File: src/rtl/irqenc_pkg.sv
package irqenc_pkg;

   localparam logic [2:0] FC_INT_ACK = 3'b111;

   typedef enum logic [1:0] {
      RESP_NONE = 2'd0,
      RESP_AUTO = 2'd1,
      RESP_VECT = 2'd2
   } resp_e;

   // pull one level field out of a packed per-source level table
   function automatic logic [2:0] level_of(input logic [63:0] table_bits, input int idx);
      logic [2:0] r;
      r = table_bits[idx*3 +: 3];
      return r;
   endfunction

endpackage

File: src/rtl/irq_status_bank.sv
module irq_status_bank #(
   parameter int NUM_SRC = 3
) (
   input  logic               clk,
   input  logic               rst_n,
   input  logic [NUM_SRC-1:0] src_req,
   input  logic               clr_we,
   input  logic [NUM_SRC-1:0] clr_mask,
   output logic [NUM_SRC-1:0] status_q
);

   generate
      for (genvar g = 0; g < NUM_SRC; g++) begin : g_bit
         logic set_c;
         logic clr_c;

         assign set_c = src_req[g];
         assign clr_c = clr_we & clr_mask[g];

         always_ff @(posedge clk) begin
            if (!rst_n) begin
               status_q[g] <= 1'b0;
            end else if (set_c) begin
               status_q[g] <= 1'b1;
            end else if (clr_c) begin
               status_q[g] <= 1'b0;
            end
         end

         assert_req_latches_R1 : assert property (@(posedge clk) disable iff (!rst_n)
            src_req[g] |=> status_q[g]);

         assert_bit_sticky_R1 : assert property (@(posedge clk) disable iff (!rst_n)
            (status_q[g] && !(clr_we && clr_mask[g])) |=> status_q[g]);

         assert_clear_works_R2 : assert property (@(posedge clk) disable iff (!rst_n)
            (clr_we && clr_mask[g] && !src_req[g]) |=> !status_q[g]);
      end
   endgenerate

endmodule

File: src/rtl/irq_prio_encoder.sv
module irq_prio_encoder #(
   parameter int              NUM_SRC    = 3,
   parameter int              LVL_W      = 3,
   parameter logic [63:0]     SRC_LEVELS = 64'h1EA,
   parameter bit              REGISTERED = 1'b1
) (
   input  logic               clk,
   input  logic               rst_n,
   input  logic [NUM_SRC-1:0] status_q,
   output logic [LVL_W-1:0]   ipl_n
);
   import irqenc_pkg::*;

   localparam logic [LVL_W-1:0] IDLE_LINES = '1;

   logic [LVL_W-1:0] top_level;

   // highest level among the pending bits; sources never combine their codes
   always_comb begin
      top_level = '0;
      for (int i = 0; i < NUM_SRC; i++) begin
         if (status_q[i] && (LVL_W'(level_of(SRC_LEVELS, i)) > top_level)) begin
            top_level = LVL_W'(level_of(SRC_LEVELS, i));
         end
      end
   end

   generate
      if (REGISTERED) begin : g_reg
         logic [LVL_W-1:0] ipl_q;

         always_ff @(posedge clk) begin
            if (!rst_n) begin
               ipl_q <= IDLE_LINES;
            end else begin
               ipl_q <= ~top_level;
            end
         end

         assign ipl_n = ipl_q;

         assert_idle_lines_R4 : assert property (@(posedge clk) disable iff (!rst_n)
            (status_q == '0) |=> (ipl_n == IDLE_LINES));

         assert_held_active_R5 : assert property (@(posedge clk) disable iff (!rst_n)
            (status_q != '0) |=> (ipl_n != IDLE_LINES));
      end else begin : g_comb
         assign ipl_n = ~top_level;

         always_comb begin
            if (rst_n) begin
               assert_comb_active_R5 : assert ((status_q == '0) == (ipl_n == IDLE_LINES));
            end
         end
      end
   endgenerate

endmodule

File: src/rtl/irq_vector_reg.sv
module irq_vector_reg #(
   parameter int               VEC_W     = 8,
   parameter logic [VEC_W-1:0] VEC_RESET = 8'h0F
) (
   input  logic             clk,
   input  logic             rst_n,
   input  logic             vec_we,
   input  logic [VEC_W-1:0] vec_wdata,
   output logic [VEC_W-1:0] vec_q
);

   always_ff @(posedge clk) begin
      if (!rst_n) begin
         vec_q <= VEC_RESET;
      end else if (vec_we) begin
         vec_q <= vec_wdata;
      end
   end

   assert_vec_hold_R9 : assert property (@(posedge clk) disable iff (!rst_n)
      !vec_we |=> $stable(vec_q));

endmodule

File: src/rtl/irq_ack_responder.sv
module irq_ack_responder #(
   parameter int              NUM_SRC    = 3,
   parameter int              LVL_W      = 3,
   parameter int              VEC_W      = 8,
   parameter logic [63:0]     SRC_LEVELS = 64'h1EA,
   parameter logic [NUM_SRC-1:0] AVEC_MASK = '0
) (
   input  logic               clk,
   input  logic               rst_n,
   input  logic [NUM_SRC-1:0] status_q,
   input  logic [VEC_W-1:0]   vec_q,
   input  logic [2:0]         fc,
   input  logic               ack_strobe,
   input  logic [LVL_W-1:0]   ack_level,
   output logic [VEC_W-1:0]   vec_out,
   output logic               vec_valid,
   output logic               avec_req
);
   import irqenc_pkg::*;

   logic         in_ack;
   logic [NUM_SRC-1:0] hit;
   resp_e        resp;

   assign in_ack = ack_strobe && (fc == FC_INT_ACK);

   generate
      for (genvar g = 0; g < NUM_SRC; g++) begin : g_hit
         assign hit[g] = status_q[g] && (LVL_W'(level_of(SRC_LEVELS, g)) == ack_level);
      end
   endgenerate

   // lowest-index pending source at the acknowledged level picks the mode
   always_comb begin
      resp = RESP_NONE;
      for (int i = NUM_SRC - 1; i >= 0; i--) begin
         if (hit[i]) begin
            resp = AVEC_MASK[i] ? RESP_AUTO : RESP_VECT;
         end
      end
      if (!in_ack) begin
         resp = RESP_NONE;
      end
   end

   assign avec_req  = (resp == RESP_AUTO);
   assign vec_valid = (resp == RESP_VECT);
   assign vec_out   = vec_valid ? vec_q : '0;

   assert_one_answer_R7 : assert property (@(posedge clk) disable iff (!rst_n)
      $onehot0({vec_valid, avec_req}));

   assert_quiet_outside_R6 : assert property (@(posedge clk) disable iff (!rst_n)
      !(ack_strobe && (fc == FC_INT_ACK)) |-> (!vec_valid && !avec_req));

   assert_no_pending_R10 : assert property (@(posedge clk) disable iff (!rst_n)
      (status_q == '0) |-> (!vec_valid && !avec_req));

endmodule

File: src/rtl/irq_level_encoder.sv
module irq_level_encoder #(
   parameter int                 NUM_SRC        = 3,
   parameter int                 VEC_W          = 8,
   parameter logic [63:0]        SRC_LEVELS     = {55'd0, 3'd7, 3'd5, 3'd2},
   parameter logic [NUM_SRC-1:0] AVEC_MASK      = 3'b001,
   parameter logic [VEC_W-1:0]   VEC_RESET      = 8'h0F,
   parameter bit                 IPL_REGISTERED = 1'b1
) (
   input  logic               clk,
   input  logic               rst_n,
   input  logic [NUM_SRC-1:0] src_req,
   input  logic               clr_we,
   input  logic [NUM_SRC-1:0] clr_mask,
   input  logic               vec_we,
   input  logic [VEC_W-1:0]   vec_wdata,
   input  logic [2:0]         fc,
   input  logic               ack_strobe,
   input  logic [2:0]         ack_level,
   output logic [NUM_SRC-1:0] status,
   output logic [2:0]         ipl_n,
   output logic [VEC_W-1:0]   vec_out,
   output logic               vec_valid,
   output logic               avec_req
);
   import irqenc_pkg::*;

   localparam int LVL_W = 3;

   // elaboration-time parameter checks
   generate
      if (NUM_SRC < 1 || NUM_SRC > 21) begin : g_bad_count
         $error("irq_level_encoder: NUM_SRC must be 1..21");
      end
      if (VEC_W < 8) begin : g_bad_vec
         $error("irq_level_encoder: VEC_W must be at least 8");
      end
      for (genvar g = 0; g < NUM_SRC; g++) begin : g_lvl_chk
         if (SRC_LEVELS[g*3 +: 3] == 3'd0) begin : g_zero
            $error("irq_level_encoder: source level 0 is not a request");
         end
      end
   endgenerate

   logic [NUM_SRC-1:0] status_q;
   logic [VEC_W-1:0]   vec_q;

   irq_status_bank #(
      .NUM_SRC (NUM_SRC)
   ) u_status (
      .clk      (clk),
      .rst_n    (rst_n),
      .src_req  (src_req),
      .clr_we   (clr_we),
      .clr_mask (clr_mask),
      .status_q (status_q)
   );

   irq_prio_encoder #(
      .NUM_SRC    (NUM_SRC),
      .LVL_W      (LVL_W),
      .SRC_LEVELS (SRC_LEVELS),
      .REGISTERED (IPL_REGISTERED)
   ) u_enc (
      .clk      (clk),
      .rst_n    (rst_n),
      .status_q (status_q),
      .ipl_n    (ipl_n)
   );

   irq_vector_reg #(
      .VEC_W     (VEC_W),
      .VEC_RESET (VEC_RESET)
   ) u_vec (
      .clk       (clk),
      .rst_n     (rst_n),
      .vec_we    (vec_we),
      .vec_wdata (vec_wdata),
      .vec_q     (vec_q)
   );

   irq_ack_responder #(
      .NUM_SRC    (NUM_SRC),
      .LVL_W      (LVL_W),
      .VEC_W      (VEC_W),
      .SRC_LEVELS (SRC_LEVELS),
      .AVEC_MASK  (AVEC_MASK)
   ) u_ack (
      .clk        (clk),
      .rst_n      (rst_n),
      .status_q   (status_q),
      .vec_q      (vec_q),
      .fc         (fc),
      .ack_strobe (ack_strobe),
      .ack_level  (ack_level),
      .vec_out    (vec_out),
      .vec_valid  (vec_valid),
      .avec_req   (avec_req)
   );

   assign status = status_q;

endmodule

File: config.mk
export PLATFORM = sky130hd
export DESIGN_NAME = irq_level_encoder
export DESIGN_NICKNAME = d
export VERILOG_FILES = /design/src/rtl/irqenc_pkg.sv /design/src/rtl/irq_status_bank.sv /design/src/rtl/irq_prio_encoder.sv /design/src/rtl/irq_vector_reg.sv /design/src/rtl/irq_ack_responder.sv /design/src/rtl/irq_level_encoder.sv
export SDC_FILE = /design/constraint.sdc
export NUM_CORES = 1
export LEC_CHECK = 0
export CAP_MARGIN = 20
export CORE_ASPECT_RATIO = 1.25
export CORE_UTILIZATION = 38
export CTS_CLUSTER_SIZE = 25
export DETAILED_ROUTE_END_ITERATION = 10
export GPL_TIMING_DRIVEN = 0
export PLACE_DENSITY = 0.89
export RECOVER_POWER = 25
export SKIP_CTS_REPAIR_TIMING = 1
export SLEW_MARGIN = 10
export SYNTH_ARGS = -nofsm -noshare
export SYNTH_HDL_FRONTEND = slang
export SYNTH_SLANG_ARGS = --single-unit
File: constraint.sdc
create_clock -name clk -period 2.2 [get_ports clk]
set_input_delay 0.66 -clock clk [delete_from_list [all_inputs] [get_ports clk]]
set_output_delay 0.66 -clock clk [all_outputs]
set_load 0.05 [all_outputs]
==> flow_summary.ini <==
[status]
outcome = completed

[sta]
fmaxAchievable_mhz = 457
headroom_to_the_max_slew_limit_pct = 65.7
worst_pin_slew_ns = 0.512
period_minus_slack_ns = 2.19
totalNegativeSetupSlack_ns = 0
skew_ns = 0.000372
hold_viol = 0
maxSlewViolCount = 0
post-route-worst-setup-slack_ns = 0.0121
final_setup_violation_count = 0
final_min_period_over_clock_period_pct = 99.5

[die]
floorplan.initialDensity_pct = 41.4
design.core.area_um2 = 1600
fp.dieArea_um2 = 1920
die_x_um = 39.4
dieHeight_um = 48.7
pin_count = 41
std_cell_rows = 16

[drt]
number_of_nets_still_failing_antenna_checks_after_routing = 0
totalWireLength_mm = 2.05
detail_route.first_pass.iterations = 4
wire_per_inst_um = 16.0
drt-vias-per-instance = 5.29
detail_route.drc_violations = 0
drt_iter0_drc = 13
via_count = 677

[power]
power.ir.vdd_worst_mv = 0.416
intPower_uw = 408
p_per_area_nw_per_um2 = 468
total_leakage_power_nw = 0.573
sequentialPowerShare_pct = 45.1
power.switching_fraction_pct = 30.0
pwr-share-clk_pct = 24.2
comb_power_share_pct = 30.7
power.net_switching_uw = 175

[cts]
clock_latency_ns = 0.27
cts_tree = built
cts.htree.levels = 1
clockRootBuffer = sky130_fd_sc_hd__clkbuf_4
cts-root-to-sink-buffers = 2
cts-buffers-inserted = 3
clk_pin_slew_worst_paths_ns = 0.07
clock_sink_count = 13

[critical_path]
crit_type = in -> out
critical_path.reg2reg.endpoint = u_status.status_q[1]
worst_reg2reg_path_startpoint = u_status.status_q[1]
arrival_time_of_data_at_the_critical_path_endpoint_ns = 1.53
worstSetupEndpoint = vec_out[4]
worstSetupEndpointType = primary output
timing.critical_path.from_type = input pin
reg2regPathDepth = 2
reg2reg_slack_ns = 1.39
critical_path.startpoint = fc[0]
crit_fanout = 5
timing.critical_path.required_ns = 1.54

[finish]
stdcell_area_um2 = 1240
finalNetCount = 136
drive_above_1_share_pct = 34.5
fin_cells = 128
number_of_inserted_diodes = 0
syn_to_final_growth_pct = 87.7

[place]
detailedPlacementHpwl_mm = 1.26
dp_slack_ns = -1.20
post-place-cells = 120
placed_area_um2 = 1130
portBuffers = 37
gp_routability_congestion = 0.654

[grt]
gr-usage-all-layers_pct = 19.1
grt_first_pass_wirelength_mm = 2.62
grt_pass1_vias = 631
antenna_violations_before_repair = 0
global_route.overflow_total = 0
grt_max_degree = 11

[yosys]
post_synth_instance_area_um2 = 663
ys.warnings.count = 0
count_of_different_cell_masters_after_synthesis = 15
yosysSeqAreaShare_pct = 39.2
post_synth.cell_area_avg_um2 = 10.2
synthesis.nets = 90
syn-instance-count = 65
synth_seq_cells = 13

[hold_path]
worst_hold_path_type = reg -> reg

[flow_run]
timing.max_cap.violations = 0
synth_stat cells:
cell type,count,area (µm²)
sky130_fd_sc_hd__o21ai_0,2,10.0
sky130_fd_sc_hd__dfxtp_1,13,260
sky130_fd_sc_hd__nor4_2,1,12.5
sky130_fd_sc_hd__nor3_2,9,90.1
sky130_fd_sc_hd__nand3_1,8,40.0
sky130_fd_sc_hd__a21boi_0,3,22.5
sky130_fd_sc_hd__nand4_4,1,21.3
sky130_fd_sc_hd__o21a_1,3,22.5
sky130_fd_sc_hd__nand2_1,6,22.5
sky130_fd_sc_hd__buf_4,2,15.0
sky130_fd_sc_hd__nor2b_1,5,31.3
sky130_fd_sc_hd__buf_2,1,5.00
sky130_fd_sc_hd__mux2i_1,8,80.1
sky130_fd_sc_hd__mux2i_4,1,22.5
sky130_fd_sc_hd__clkbuf_1,2,7.51
sequential cells by signal, summed over array words and instances, names as in the netlist:
| name | cells |
|---|---|
| u_vec.vec_q | 8 |
| u_status.status_q | 3 |
| u_enc.ipl_n | 2 |
metal layers:
| layer | track usage [%] | routed length (µm) | vias up |
|---|---|---|---|
| li1 | - | - | 320 |
| met1 | 24.2 | 801 | 324 |
| met2 | 32.5 | 1140 | 31 |
| met3 | 2.75 | 102 | 2 |
| met4 | 5.17 | 10 | 0 |
| met5 | 0 | 0 | - |
through the flow:
stage	power [mW]	hold WS (ns)	utilization, %
final	0.583	0.480	77.7
after global routing	0.617	0.521	77.7
after CTS	0.567	0.484	72.0
after detailed placement	0.426	0.464	70.3
after global placement	0.422	0.454	70.3
after floorplan	0.357	0.441	-
power groups by stage:
stage,sequential [mW],clock [mW],combinational [mW]
floorplan,0.289,0,0.0684
global placement,0.267,0,0.155
detailed placement,0.267,0,0.158
CTS,0.262,0.146,0.159
global route,0.265,0.165,0.187
finish,0.263,0.141,0.179
worst min-delay path by stage:
stage,startpoint,endpoint,depth (start not counted)
after floorplan,u_vec.vec_q[0],u_vec.vec_q[0],2
after global placement,u_vec.vec_q[3],u_vec.vec_q[3],2
after detailed placement,u_vec.vec_q[1],u_vec.vec_q[1],2
after CTS,u_vec.vec_q[1],u_vec.vec_q[1],2
after global routing,u_vec.vec_q[1],u_vec.vec_q[1],2
final,u_vec.vec_q[0],u_vec.vec_q[0],2
cell type report:
type	count	area, µm²
Buffer	5	28.8
Clock buffer	4	26.3
Fill cell	113	357
Multi-Input combinational cell	47	440
Sequential cell	13	263
Tap cell	18	22.5
Timing Repair Buffer	41	464
kinds of logic (layout without fill, tap and decap cells):
kind of cell	count (synthesis)	after routing	synth area share, %
DFF	13	13	39.2
buffers and inverters	5	50	4.15
AOI/OAI and AO/OA	8	8	8.30
muxes	9	9	15.5
and+or+nand+nor	30	30	32.8
critical path, stage by stage:
cell	delay, ns
sky130_fd_sc_hd__dlymetal6s2s_1	0.12
sky130_fd_sc_hd__nand4_4	0.15
sky130_fd_sc_hd__clkbuf_16	0.20
sky130_fd_sc_hd__nor3_4	0.20
sky130_fd_sc_hd__buf_6	0.18
placed cells by master (no fill, tap or decap), drive strengths merged:
master          n
o21a            3
nor4            1
dlymetal6s2s    3
clkdlybuf4s50  20
nor3            9
mux2i           9
buf            15
dfxtp          13
nand3           8
o21ai           2
nand2           6
nand4           1
dlygate4sd3     1
nor2b           5
clkbuf         11
a21boi          3
(Power assumes the default switching activity.)
